===== src/rtl/i2c_master_tx.sv =====
module i2c_master_tx #(
  parameter int DIV = 64
) (
  input  logic       clk,
  input  logic       rst_n,
  input  logic       cmd_we,
  input  logic       cmd_busy,
  input  logic       cmd_cond,
  input  logic       mode_we,
  input  logic       mode_master,
  input  logic       mode_xmit,
  input  logic       data_we,
  input  logic [7:0] data_in,
  input  logic       clr_end,
  input  logic       clr_stop,
  input  logic       clr_empty,
  input  logic       scl_in,
  input  logic       sda_in,
  output logic       scl_oe,
  output logic       sda_oe,
  output logic       bus_busy,
  output logic       buf_empty,
  output logic       xfer_end,
  output logic       stop_flag,
  output logic       ack_bit,
  output logic       is_master,
  output logic       is_xmit
);
  localparam int CW = (DIV > 2) ? $clog2(DIV) : 1;

  typedef enum logic [2:0] {S_IDLE, S_START, S_HOLD, S_BIT, S_STOP} st_t;
  st_t st;

  logic [CW-1:0] cnt;
  logic [1:0]    q;
  logic [3:0]    bitn;
  logic [7:0]    sh, hold_q;
  logic          stop_req;
  logic          s_scl, s_sda, p_scl, p_sda;

  wire tick      = cnt == CW'(DIV - 1);
  wire q_last    = tick && q == 2'd3;
  wire timed     = st == S_START || st == S_BIT || st == S_STOP;
  wire data_acc  = data_we && buf_empty;
  wire start_go  = cmd_we && cmd_busy && !cmd_cond && st == S_IDLE &&
                   is_master && is_xmit && !bus_busy;
  wire stop_wr   = cmd_we && !cmd_busy && !cmd_cond && st != S_IDLE;
  wire byte_done = st == S_BIT && q_last && bitn == 4'd8;
  wire load      = !buf_empty && ((st == S_HOLD) || byte_done ||
                                  (st == S_START && q_last));
  wire stop_go   = st == S_HOLD && buf_empty && stop_req;
  wire start_det = p_scl && s_scl && p_sda && !s_sda;
  wire stop_det  = p_scl && s_scl && !p_sda && s_sda;

  assign scl_oe = (st == S_HOLD) || (st == S_START && q == 2'd3) ||
                  ((st == S_BIT || st == S_STOP) && q < 2'd2);

  always_ff @(posedge clk or negedge rst_n) begin
    if (!rst_n) begin
      st <= S_IDLE;
      cnt <= '0;
      q <= '0;
      bitn <= '0;
    end else begin
      cnt <= (timed && !tick) ? cnt + 1'b1 : '0;
      q   <= !timed ? 2'd0 : (tick ? q + 2'd1 : q);
      if (load) bitn <= '0;
      else if (st == S_BIT && q_last) bitn <= bitn + 4'd1;
      case (st)
        S_IDLE:  if (start_go) st <= S_START;
        S_START: if (q_last) st <= buf_empty ? S_HOLD : S_BIT;
        S_HOLD:  if (!buf_empty) st <= S_BIT;
                 else if (stop_req) st <= S_STOP;
        S_BIT:   if (byte_done && buf_empty) st <= S_HOLD;
        S_STOP:  if (q_last) st <= S_IDLE;
        default: st <= S_IDLE;
      endcase
    end
  end

  always_ff @(posedge clk or negedge rst_n) begin
    if (!rst_n) begin
      sh <= '0;
      sda_oe <= 1'b0;
      ack_bit <= 1'b1;
    end else begin
      if (load) sh <= hold_q;
      else if (st == S_BIT && tick && q == 2'd0) sh <= sh << 1;
      if (st == S_IDLE) sda_oe <= 1'b0;
      else if (st == S_START && tick && q == 2'd1) sda_oe <= 1'b1;
      else if (st == S_BIT && tick && q == 2'd0) sda_oe <= (bitn < 4'd8) ? !sh[7] : 1'b0;
      else if (st == S_STOP && tick && q == 2'd0) sda_oe <= 1'b1;
      else if (st == S_STOP && tick && q == 2'd2) sda_oe <= 1'b0;
      if (st == S_BIT && bitn == 4'd8 && tick && q == 2'd2) ack_bit <= sda_in;
    end
  end

  always_ff @(posedge clk or negedge rst_n) begin
    if (!rst_n) begin
      hold_q <= '0;
      buf_empty <= 1'b1;
      xfer_end <= 1'b0;
      stop_flag <= 1'b0;
      stop_req <= 1'b0;
      is_master <= 1'b0;
      is_xmit <= 1'b0;
    end else begin
      if (data_acc) hold_q <= data_in;
      if (load) buf_empty <= 1'b1;
      else if (data_acc) buf_empty <= 1'b0;
      else if (mode_we && mode_xmit && !is_xmit) buf_empty <= 1'b1;
      else if (clr_empty && !is_xmit) buf_empty <= 1'b0;
      if (clr_end || data_acc) xfer_end <= 1'b0;
      else if (byte_done && buf_empty) xfer_end <= 1'b1;
      if (stop_det) stop_flag <= 1'b1;
      else if (clr_stop) stop_flag <= 1'b0;
      if (stop_go) stop_req <= 1'b0;
      else if (stop_wr) stop_req <= 1'b1;
      if (mode_we) begin
        is_master <= mode_master;
        is_xmit <= mode_xmit;
      end else if (st == S_STOP && q_last) begin
        is_master <= 1'b0;
        is_xmit <= 1'b0;
      end
    end
  end

  always_ff @(posedge clk or negedge rst_n) begin
    if (!rst_n) begin
      {s_scl, s_sda, p_scl, p_sda} <= 4'b1111;
      bus_busy <= 1'b0;
    end else begin
      {s_scl, s_sda} <= {scl_in, sda_in};
      {p_scl, p_sda} <= {s_scl, s_sda};
      if (start_det) bus_busy <= 1'b1;
      else if (stop_det) bus_busy <= 1'b0;
    end
  end

  p_idle_release_r1: assert property (@(posedge clk) disable iff (!rst_n)
    st == S_IDLE |-> !scl_oe && !sda_oe);
  p_sda_quiet_r4: assert property (@(posedge clk) disable iff (!rst_n)
    st == S_BIT && q >= 2'd2 |-> $stable(sda_oe));
  p_full_drop_r5: assert property (@(posedge clk) disable iff (!rst_n)
    data_we && !buf_empty |=> $stable(hold_q));
  p_end_sticky_r6: assert property (@(posedge clk) disable iff (!rst_n)
    xfer_end && !clr_end && !data_we |=> xfer_end);
  p_stop_sticky_r8: assert property (@(posedge clk) disable iff (!rst_n)
    stop_flag && !clr_stop |=> stop_flag);
  p_busy_on_start_r9: assert property (@(posedge clk) disable iff (!rst_n)
    start_det |=> bus_busy);
  p_no_start_busy_r3: assert property (@(posedge clk) disable iff (!rst_n)
    st == S_IDLE && bus_busy |=> st == S_IDLE);
endmodule


===== config.mk =====
export PLATFORM = sky130hd
export DESIGN_NAME = i2c_master_tx
export DESIGN_NICKNAME = d
export VERILOG_FILES = /design/src/rtl/i2c_master_tx.sv
export SDC_FILE = /design/constraint.sdc
export NUM_CORES = 1
export LEC_CHECK = 0
export ABC_AREA = 0
export CORE_ASPECT_RATIO = 1.25
export CORE_MARGIN = 4
export CORE_UTILIZATION = 31
export CTS_BUF_LIST = sky130_fd_sc_hd__clkbuf_4 sky130_fd_sc_hd__clkbuf_8 sky130_fd_sc_hd__clkbuf_16
export DETAILED_ROUTE_END_ITERATION = 8
export HOLD_SLACK_MARGIN = 0.06
export PLACE_DENSITY_LB_ADDON = 0.05
export SLEW_MARGIN = 20
export SYNTH_ARGS = -nofsm -noshare
export SYNTH_HDL_FRONTEND = slang
export SYNTH_SLANG_ARGS = --single-unit

===== constraint.sdc =====
create_clock -name clk -period 4.26 [get_ports clk]
set_input_delay 0.852 -clock clk [delete_from_list [all_inputs] [get_ports clk]]
set_output_delay 0.852 -clock clk [all_outputs]
set_load 0.05 [all_outputs]

==> load_flow_metrics.sql, run 1 <==
INSERT INTO impl_metrics (metric_group, metric, value, unit) VALUES
('hold_path', 'hp_class', 'register to register', ''),
('route', 'drt_pre_antenna_iters', '4', ''),
('power_and_ir_drop', 'sw_frac_of_total', '0.2731', ''),
('clock_tree', 'postCtsSetupRepairBufs', '0', ''),
('route', 'via_per_inst', '4.891', ''),
('synth', 'synth-seq-area-share', '0.5089', ''),
('synth', 'edff_count_synth', '0', ''),
('hold_path', 'startpoint_of_the_most_critical_hold_path', 's_scl', ''),
('synth', 'synth-compound-area-share', '0.1017', ''),
('finish', 'final-instance-count-excl-fill', '311', ''),
('synth', 'commonest_cells_in_the_netlist', '38 x sky130_fd_sc_hd__dfrtp_1, 17 x sky130_fd_sc_hd__nor2_1, 14 x sky130_fd_sc_hd__mux2_2, 11 x sky130_fd_sc_hd__inv_1', ''),
('power_and_ir_drop', 'power_switching', '0.2525', 'mW'),
('synth', 'synth-seq-cells', '44', ''),
('route', 'route.detailed.wl_per_inst', '14.81', 'um'),
('worst_setup_path', 'path_cells', 'nor2_1 > nand2_1 > o21ai_0 > clkdlybuf4s50_1', ''),
('sta', 'slew_viol_final', '0', ''),
('floorplan', 'floorplan.die.width', '82.98', 'um'),
('route', 'detailed_route_drc_error_count', '0', ''),
('sta', 'fin_tns_setup', '0', 'ns'),
('placement', 'numPlacedInstances', '303', ''),
('finish', 'fraction_of_layout_cells_with_a_size_suffix_above_1', '0.1741', ''),
('worst_setup_path', 'cpLargestDelayFamily', 'buffers and inverters', ''),
('synth', 'post-synth-top-area-cell', 'sky130_fd_sc_hd__dfrtp_1', ''),
('synth', 'yosys-mux-area-fraction', '0.1401', ''),
('power_and_ir_drop', 'pwr-share-seq', '0.546', ''),
('clock_tree', 'max-clock-path-buffers', '2', ''),
('sta', 'report.final.setup_viol', '0', ''),
('worst_setup_path', 'required', '3.41', 'ns'),
('power_and_ir_drop', 'power_frac_comb', '0.171', ''),
('sta', 'max_freq', '315.9', 'MHz'),
('clock_tree', 'clk_pin_slew_worst_paths', '0.08', 'ns'),
('finish', 'nets', '252', ''),
('clock_tree', 'clk-insertion-delay-late', '0.29', 'ns'),
('clock_tree', 'cts.hold.buffers_added', '0', ''),
('worst_setup_path', 'critical_setup_path_kind', 'register to primary output', ''),
('placement', 'placement.setup.worst_slack', '1.409', 'ns'),
('synth', 'synth-main-ff-cell', 'sky130_fd_sc_hd__dfrtp_1', ''),
('synth', 'post_synth_main_area_contributors', 'sky130_fd_sc_hd__dfrtp_1 44%, sky130_fd_sc_hd__dfstp_2 7.2%, sky130_fd_sc_hd__mux2_2 7.2%, sky130_fd_sc_hd__mux2_4 4.8%, sky130_fd_sc_hd__ha_1 4.0%', ''),
('finish', 'num-fill-cells', '655', ''),
('grt', 'grt_max_degree', '45', ''),
('outcome', 'status', 'complete, no violations', ''),
('worst_setup_path', 'critical_path.startpoint_type', 'register', ''),
('run', 'maxCapViolCount', '0', ''),
('worst_setup_path', 'timing.critical_path.slowest_stage_cell', 'sky130_fd_sc_hd__clkdlybuf4s50_1', ''),
('synth', 'ys_types', '44', ''),
('floorplan', 'initial_core_util', '0.3257', ''),
('floorplan', 'dieArea', '0.008440', 'mm2'),
('sta', 'final_period_minus_worst_setup_slack', '3.166', 'ns'),
('synth', 'synth-xor-area-share', '0.03217', ''),
('power_and_ir_drop', 'cellLeakagePower', '1.123', 'nW'),
('clock_tree', 'cts-htree-levels', '2', ''),
('sta', 'layout_worst_path_cycle_share', '0.7432', ''),
('power_and_ir_drop', 'pwr-share-clk', '0.283', ''),
('placement', 'gp_routability_congestion', '0.7789', ''),
('sta', 'setup_slack', '1.094', 'ns'),
('synth', 'yosys.area_share.simple', '0.1407', ''),
('floorplan', 'chipHeight', '101.7', 'um'),
('synth', 'yosysTopAreaCellShare', '0.4365', ''),
('power_and_ir_drop', 'intPower', '0.6721', 'mW'),
('worst_setup_path', 'worstReg2RegStart', 'cnt[0]', ''),
('clock_tree', 'cts.sink_count', '44', ''),
('sta', 'worst-slew-pin-transition', '0.5713', 'ns'),
('route', 'detailedRoute.firstIterationViolations', '46', ''),
('worst_setup_path', 'timing.critical_path.slowest_cell_delay', '0.83', 'ns'),
('power_and_ir_drop', 'vdd.ir_drop.worst', '0.1966', 'mV'),
('worst_setup_path', 'worstPathArrival', '2.31', 'ns'),
('synth', 'yosysMostFrequentCell', 'sky130_fd_sc_hd__dfrtp_1', ''),
('synth', 'avgSynthCellArea', '11.35', 'um2'),
('synth', 'synth.net_count', '221', ''),
('worst_setup_path', 'critical_path.endpoint_type', 'primary output', ''),
('route', 'detailroute.via_count', '1521', '');
## per-layer routing
metal  up-vias  wire length [um]  part of all wire  track usage
met5         -                 0                 0            0
met2        26              2313              0.50       0.1975
met4         0                59             0.013      0.03774
met1       749              2055              0.45       0.1336
met3         7               176             0.038      0.03173
li1        739                 -                 -            -
## state kept, by name, indices dropped and copies added, names as in the netlist, 2 cells and up
name and flops:
cnt 6, sh 8, bitn 4, q 2, hold_q 8, st 3
## final timing paths
path / to / slack, ns / depth (start not counted)
min: p_scl / 0.38 / 0
min in group asynchronous: bitn[1] / 0.56 / 1
max in group asynchronous: p_scl / 3.32 / 1
max: scl_oe / 1.09 / 4
min reg2reg: p_scl / 0.38 / 0
max reg2reg: sh[7] / 2.24 / 5
## layout by cell type, fill, tap and decap left out, types with 6 or more instances in the layout
cell / count
sky130_fd_sc_hd__mux2_2: 14
sky130_fd_sc_hd__nand3_1: 7
sky130_fd_sc_hd__ha_1: 7
sky130_fd_sc_hd__mux2_4: 7
sky130_fd_sc_hd__dfstp_2: 6
sky130_fd_sc_hd__a21oi_1: 8
sky130_fd_sc_hd__nor2_1: 17
sky130_fd_sc_hd__nand2_1: 10
sky130_fd_sc_hd__clkdlybuf4s50_1: 29
sky130_fd_sc_hd__o21ai_0: 10
sky130_fd_sc_hd__dfrtp_1: 38
sky130_fd_sc_hd__inv_1: 11
sky130_fd_sc_hd__xnor2_1: 6
## stage by stage
| stage | cell area (um2) | util | total power, mW |
|---|---|---|---|
| 5_1_grt | 2636 | 0.3941 | 0.9703 |
| 4_1_cts | 2634 | 0.3938 | 0.9407 |
| 6_report | 2636 | 0.3941 | 0.9246 |
| 2_1_floorplan | 2178 | - | 0.6079 |
| 3_3_place_gp | 2545 | 0.3805 | 0.6704 |
| 3_5_place_dp | 2545 | 0.3805 | 0.6748 |
## logic make-up after synthesis
family          after synthesis
simple gates                 57
flops                        44
compound gates               34
mux                          25
buf+inv                      17
xor+xnor                      8
fa+ha+maj                     7
## power by group through the flow
| stage | clock network [mW] | registers (mW) | logic (mW) |
|---|---|---|---|
| finish | 0.261 | 0.505 | 0.158 |
| global route | 0.287 | 0.512 | 0.171 |
| CTS | 0.274 | 0.505 | 0.161 |
| detailed placement | 0 | 0.514 | 0.161 |
| global placement | 0 | 0.512 | 0.158 |
| floorplan | 0 | 0.526 | 0.0815 |
## layout make-up
class                   instances  area, um2  share of cell area
clock buffers                   6      76.32             0.02895
clock inverters                 2      12.51            0.004746
well taps                      87      108.9             0.04129
inverters                      11      41.29             0.01566
repair buffers                 30      297.8              0.1130
multi-input cells             131      991.0              0.3759
flip-flops and latches         44       1109              0.4205
No activity file was read; power rests on OpenSTA's default activity.
==> inputs of run 2 (changes only) <==
Clock period 4.26 ns to 2.6 ns, I/O delays scaled along.
==> run 2 against run 1 <==
  * Wire length is 0.39% lower
  * Power grew 79%
  * Register-to-register slack worse by 1.6 ns
  * First-iteration DRC count up 110%
  * Critical endpoint unchanged
  * Combinational power rose by 63%
  * Sequential cell count unchanged
  * Final cell count rose by 0.32%
  * Non-clock buffer count rose by 1
  * Sequential share of layout area down 0.82 points
  * Sequential power grew 64%
  * Via count is 1.1% higher
  * Die area did not move
==> load_flow_metrics.sql, run 2 (same netlist as run 1, synthesis figures left out) <==
INSERT INTO impl_metrics (metric_group, metric, value, unit) VALUES
('outcome', 'status', 'complete, no violations', ''),
('floorplan', 'dieArea', '0.008440', 'mm2'),
('worst_setup_path', 'critical_path.endpoint_type', 'primary output', ''),
('power_and_ir_drop', 'power_per_cell_area', '614.3', 'mW/mm2'),
('finish', 'nets', '253', ''),
('clock_tree', 'max-clock-path-buffers', '2', ''),
('clock_tree', 'clk_pin_slew_worst_paths', '0.08', 'ns'),
('sta', 'slew_viol_final', '0', ''),
('route', 'via_per_inst', '4.929', ''),
('worst_setup_path', 'critical_path.startpoint_type', 'register', ''),
('sta', 'max_freq', '423.2', 'MHz'),
('finish', 'synthToLayoutAreaGrowth', '23.43', '%'),
('floorplan', 'initial_core_util', '0.3257', ''),
('floorplan', 'floorplan.die.width', '82.98', 'um'),
('sta', 'layout_worst_path_cycle_share', '0.9089', ''),
('power_and_ir_drop', 'vdd.ir_drop.worst', '0.3480', 'mV'),
('route', 'postRouteWirelength', '4.587', 'mm'),
('worst_setup_path', 'reg2regPathDepth', '5', ''),
('grt', 'global_router_s_overall_resource_usage', '0.1158', ''),
('power_and_ir_drop', 'cellLeakagePower', '1.151', 'nW'),
('finish', 'fraction_of_layout_cells_with_a_size_suffix_above_1', '0.1822', ''),
('worst_setup_path', 'critical_setup_path_kind', 'register to primary output', ''),
('worst_setup_path', 'required', '2.08', 'ns'),
('placement', 'gp_routability_congestion', '0.7627', ''),
('floorplan', 'chipHeight', '101.7', 'um'),
('hold_path', 'hp_class', 'input pin to async pin', ''),
('placement', 'port_buffers', '30', ''),
('floorplan', 'io_pins', '31', ''),
('finish', 'antenna_cells', '0', ''),
('sta', 'final_period_minus_worst_setup_slack', '2.363', 'ns'),
('route', 'detailedRoute.firstIterationViolations', '95', ''),
('grt', 'antenna_found_initial', '0', ''),
('floorplan', 'core.rowCount', '33', ''),
('sta', 'report.final.setup_viol', '0', ''),
('worst_setup_path', 'path_max_fanout', '15', ''),
('sta', 'max-slew-margin-rel', '0.3665', ''),
('route', 'detailed_route_drc_error_count', '0', ''),
('run', 'maxCapViolCount', '0', ''),
('sta', 'setup_repair_after_global_routing_missed_its_margin', 'no', ''),
('worst_setup_path', 'stages_on_the_worst_setup_path', '4', ''),
('sta', 'worst_clock_skew', '0.006631', 'ns'),
('clock_tree', 'clock_tree.root_cell', 'sky130_fd_sc_hd__clkbuf_8', ''),
('route', 'route.antenna.remaining_nets', '0', ''),
('sta', 'count_of_endpoints_failing_hold_in_the_final_timing_report', '0', ''),
('route', 'drt_pre_antenna_iters', '4', ''),
('clock_tree', 'cts-htree-levels', '2', ''),
('finish', 'largestRegisters', 'hold_q (8), sh (8), cnt (6)', ''),
('grt', 'globalRouteOverflowTotal', '0', ''),
('grt', 'grt_pass1_vias', '1615', ''),
('route', 'detailroute.via_count', '1538', ''),
('clock_tree', 'cts_inserted_buffers', '5', ''),
('finish', 'layout_common_cells', '38 x sky130_fd_sc_hd__dfrtp_1, 28 x sky130_fd_sc_hd__clkdlybuf4s50_1, 17 x sky130_fd_sc_hd__nor2_1', ''),
('sta', 'worst-slew-pin-transition', '0.9503', 'ns'),
('clock_tree', 'cts.sink_count', '44', ''),
('finish', 'layout_commonest_cell', 'sky130_fd_sc_hd__dfrtp_1', ''),
('clock_tree', 'postCtsSetupRepairBufs', '0', ''),
('worst_setup_path', 'worstPathArrival', '1.84', 'ns'),
('grt', 'grt_pass1_wl', '7.810', 'mm'),
('route', 'route.detailed.wl_per_inst', '14.70', 'um'),
('clock_tree', 'cts.repair.resized', '0', ''),
('clock_tree', 'cts.hold.buffers_added', '0', ''),
('worst_setup_path', 'timing.critical_path.slowest_cell_delay', '0.54', 'ns'),
('clock_tree', 'clock_tree_from_tritoncts', 'done', ''),
('floorplan', 'core_area', '0.006689', 'mm2'),
('worst_setup_path', 'timing.critical_path.slowest_stage_cell', 'sky130_fd_sc_hd__dfrtp_1', ''),
('worst_setup_path', 'path_buf_inv', '1', ''),
('clock_tree', 'clk-insertion-delay-late', '0.29', 'ns'),
('grt', 'grt_max_degree', '44', ''),
('worst_setup_path', 'cpLargestDelayFamily', 'flip-flops', ''),
('sta', 'fin_tns_setup', '0', 'ns'),
('power_and_ir_drop', 'power', '1.652', 'mW'),
('placement', 'detailed_placer_s_ending_hpwl', '3.397', 'mm'),
('worst_setup_path', 'path_cells', 'nor2_1 > nand2_1 > o21ai_0 > buf_12', '');
run 2: changes by cell type in the layout (fill, tap and decap cells not counted), sizes merged:
cell / before / now
buf: 1 / 3
clkinvlp: 1 / 0
clkbuf: 6 / 7
bufinv: 0 / 1
clkinv: 1 / 0
clkdlybuf4s50: 29 / 28
run 2: cell type report:
class	instances	area (um2)
Timing Repair Buffer	31	312.8
Clock inverter	1	30.03
Inverter	11	41.29
Clock buffer	7	96.34
Sequential cell	44	1109
Multi-Input combinational cell	131	991.0
Fill cell	683	4000
Tap cell	87	108.9
run 2: power by group:
| part | leakage [nW] | internal [mW] | switching (mW) |
|---|---|---|---|
| registers | 0.547 | 0.773 | 0.0562 |
| logic | 0.540 | 0.130 | 0.127 |
| clock network | 0.0645 | 0.339 | 0.226 |
run 2: worst reg2reg max path, delay by kind of cell (launching register included):
kind | cells | cell delay, ns
adders and majority gates | 1 | 0.21
and+or+nand+nor | 2 | 0.62
DFF | 1 | 0.39
muxes | 2 | 0.62
run 2: routing by layer:
| layer | track usage | vias to the layer above | wire length (um) |
|---|---|---|---|
| met1 | 0.1378 | 759 | 2008 |
| met4 | 0.03522 | 0 | 83 |
| met2 | 0.2019 | 26 | 2302 |
| met5 | 0 | - | 0 |
| li1 | - | 746 | - |
| met3 | 0.03580 | 7 | 194 |
run 2: through the flow:
| step | utilization | instances | setup WS, ns | hold slack [ns] | cell area [um2] |
|---|---|---|---|---|---|
| 3_5_place_dp | 0.3831 | 304 | 0.5498 | 0.3673 | 2562 |
| 2_1_floorplan | - | 192 | 0.1582 | 0.2244 | 2178 |
| 4_1_cts | 0.4020 | 312 | 0.2205 | 0.3801 | 2689 |
| 5_1_grt | 0.4020 | 312 | 0.09274 | 0.3866 | 2689 |
| 6_report | 0.4020 | 312 | 0.2370 | 0.3770 | 2689 |
| 3_3_place_gp | 0.3831 | 304 | 0.5899 | 0.3678 | 2562 |
run 2: worst paths after layout:
check | startpoint | end | slack (ns)
min in group clk | s_scl | p_scl | 0.38
hold / removal | rst_n | sda_oe | 0.38
max in group asynchronous | rst_n | s_sda | 1.53
hold reg to reg | s_scl | p_scl | 0.38
setup / recovery | st[0] | scl_oe | 0.24
setup reg to reg | cnt[0] | sh[5] | 0.65
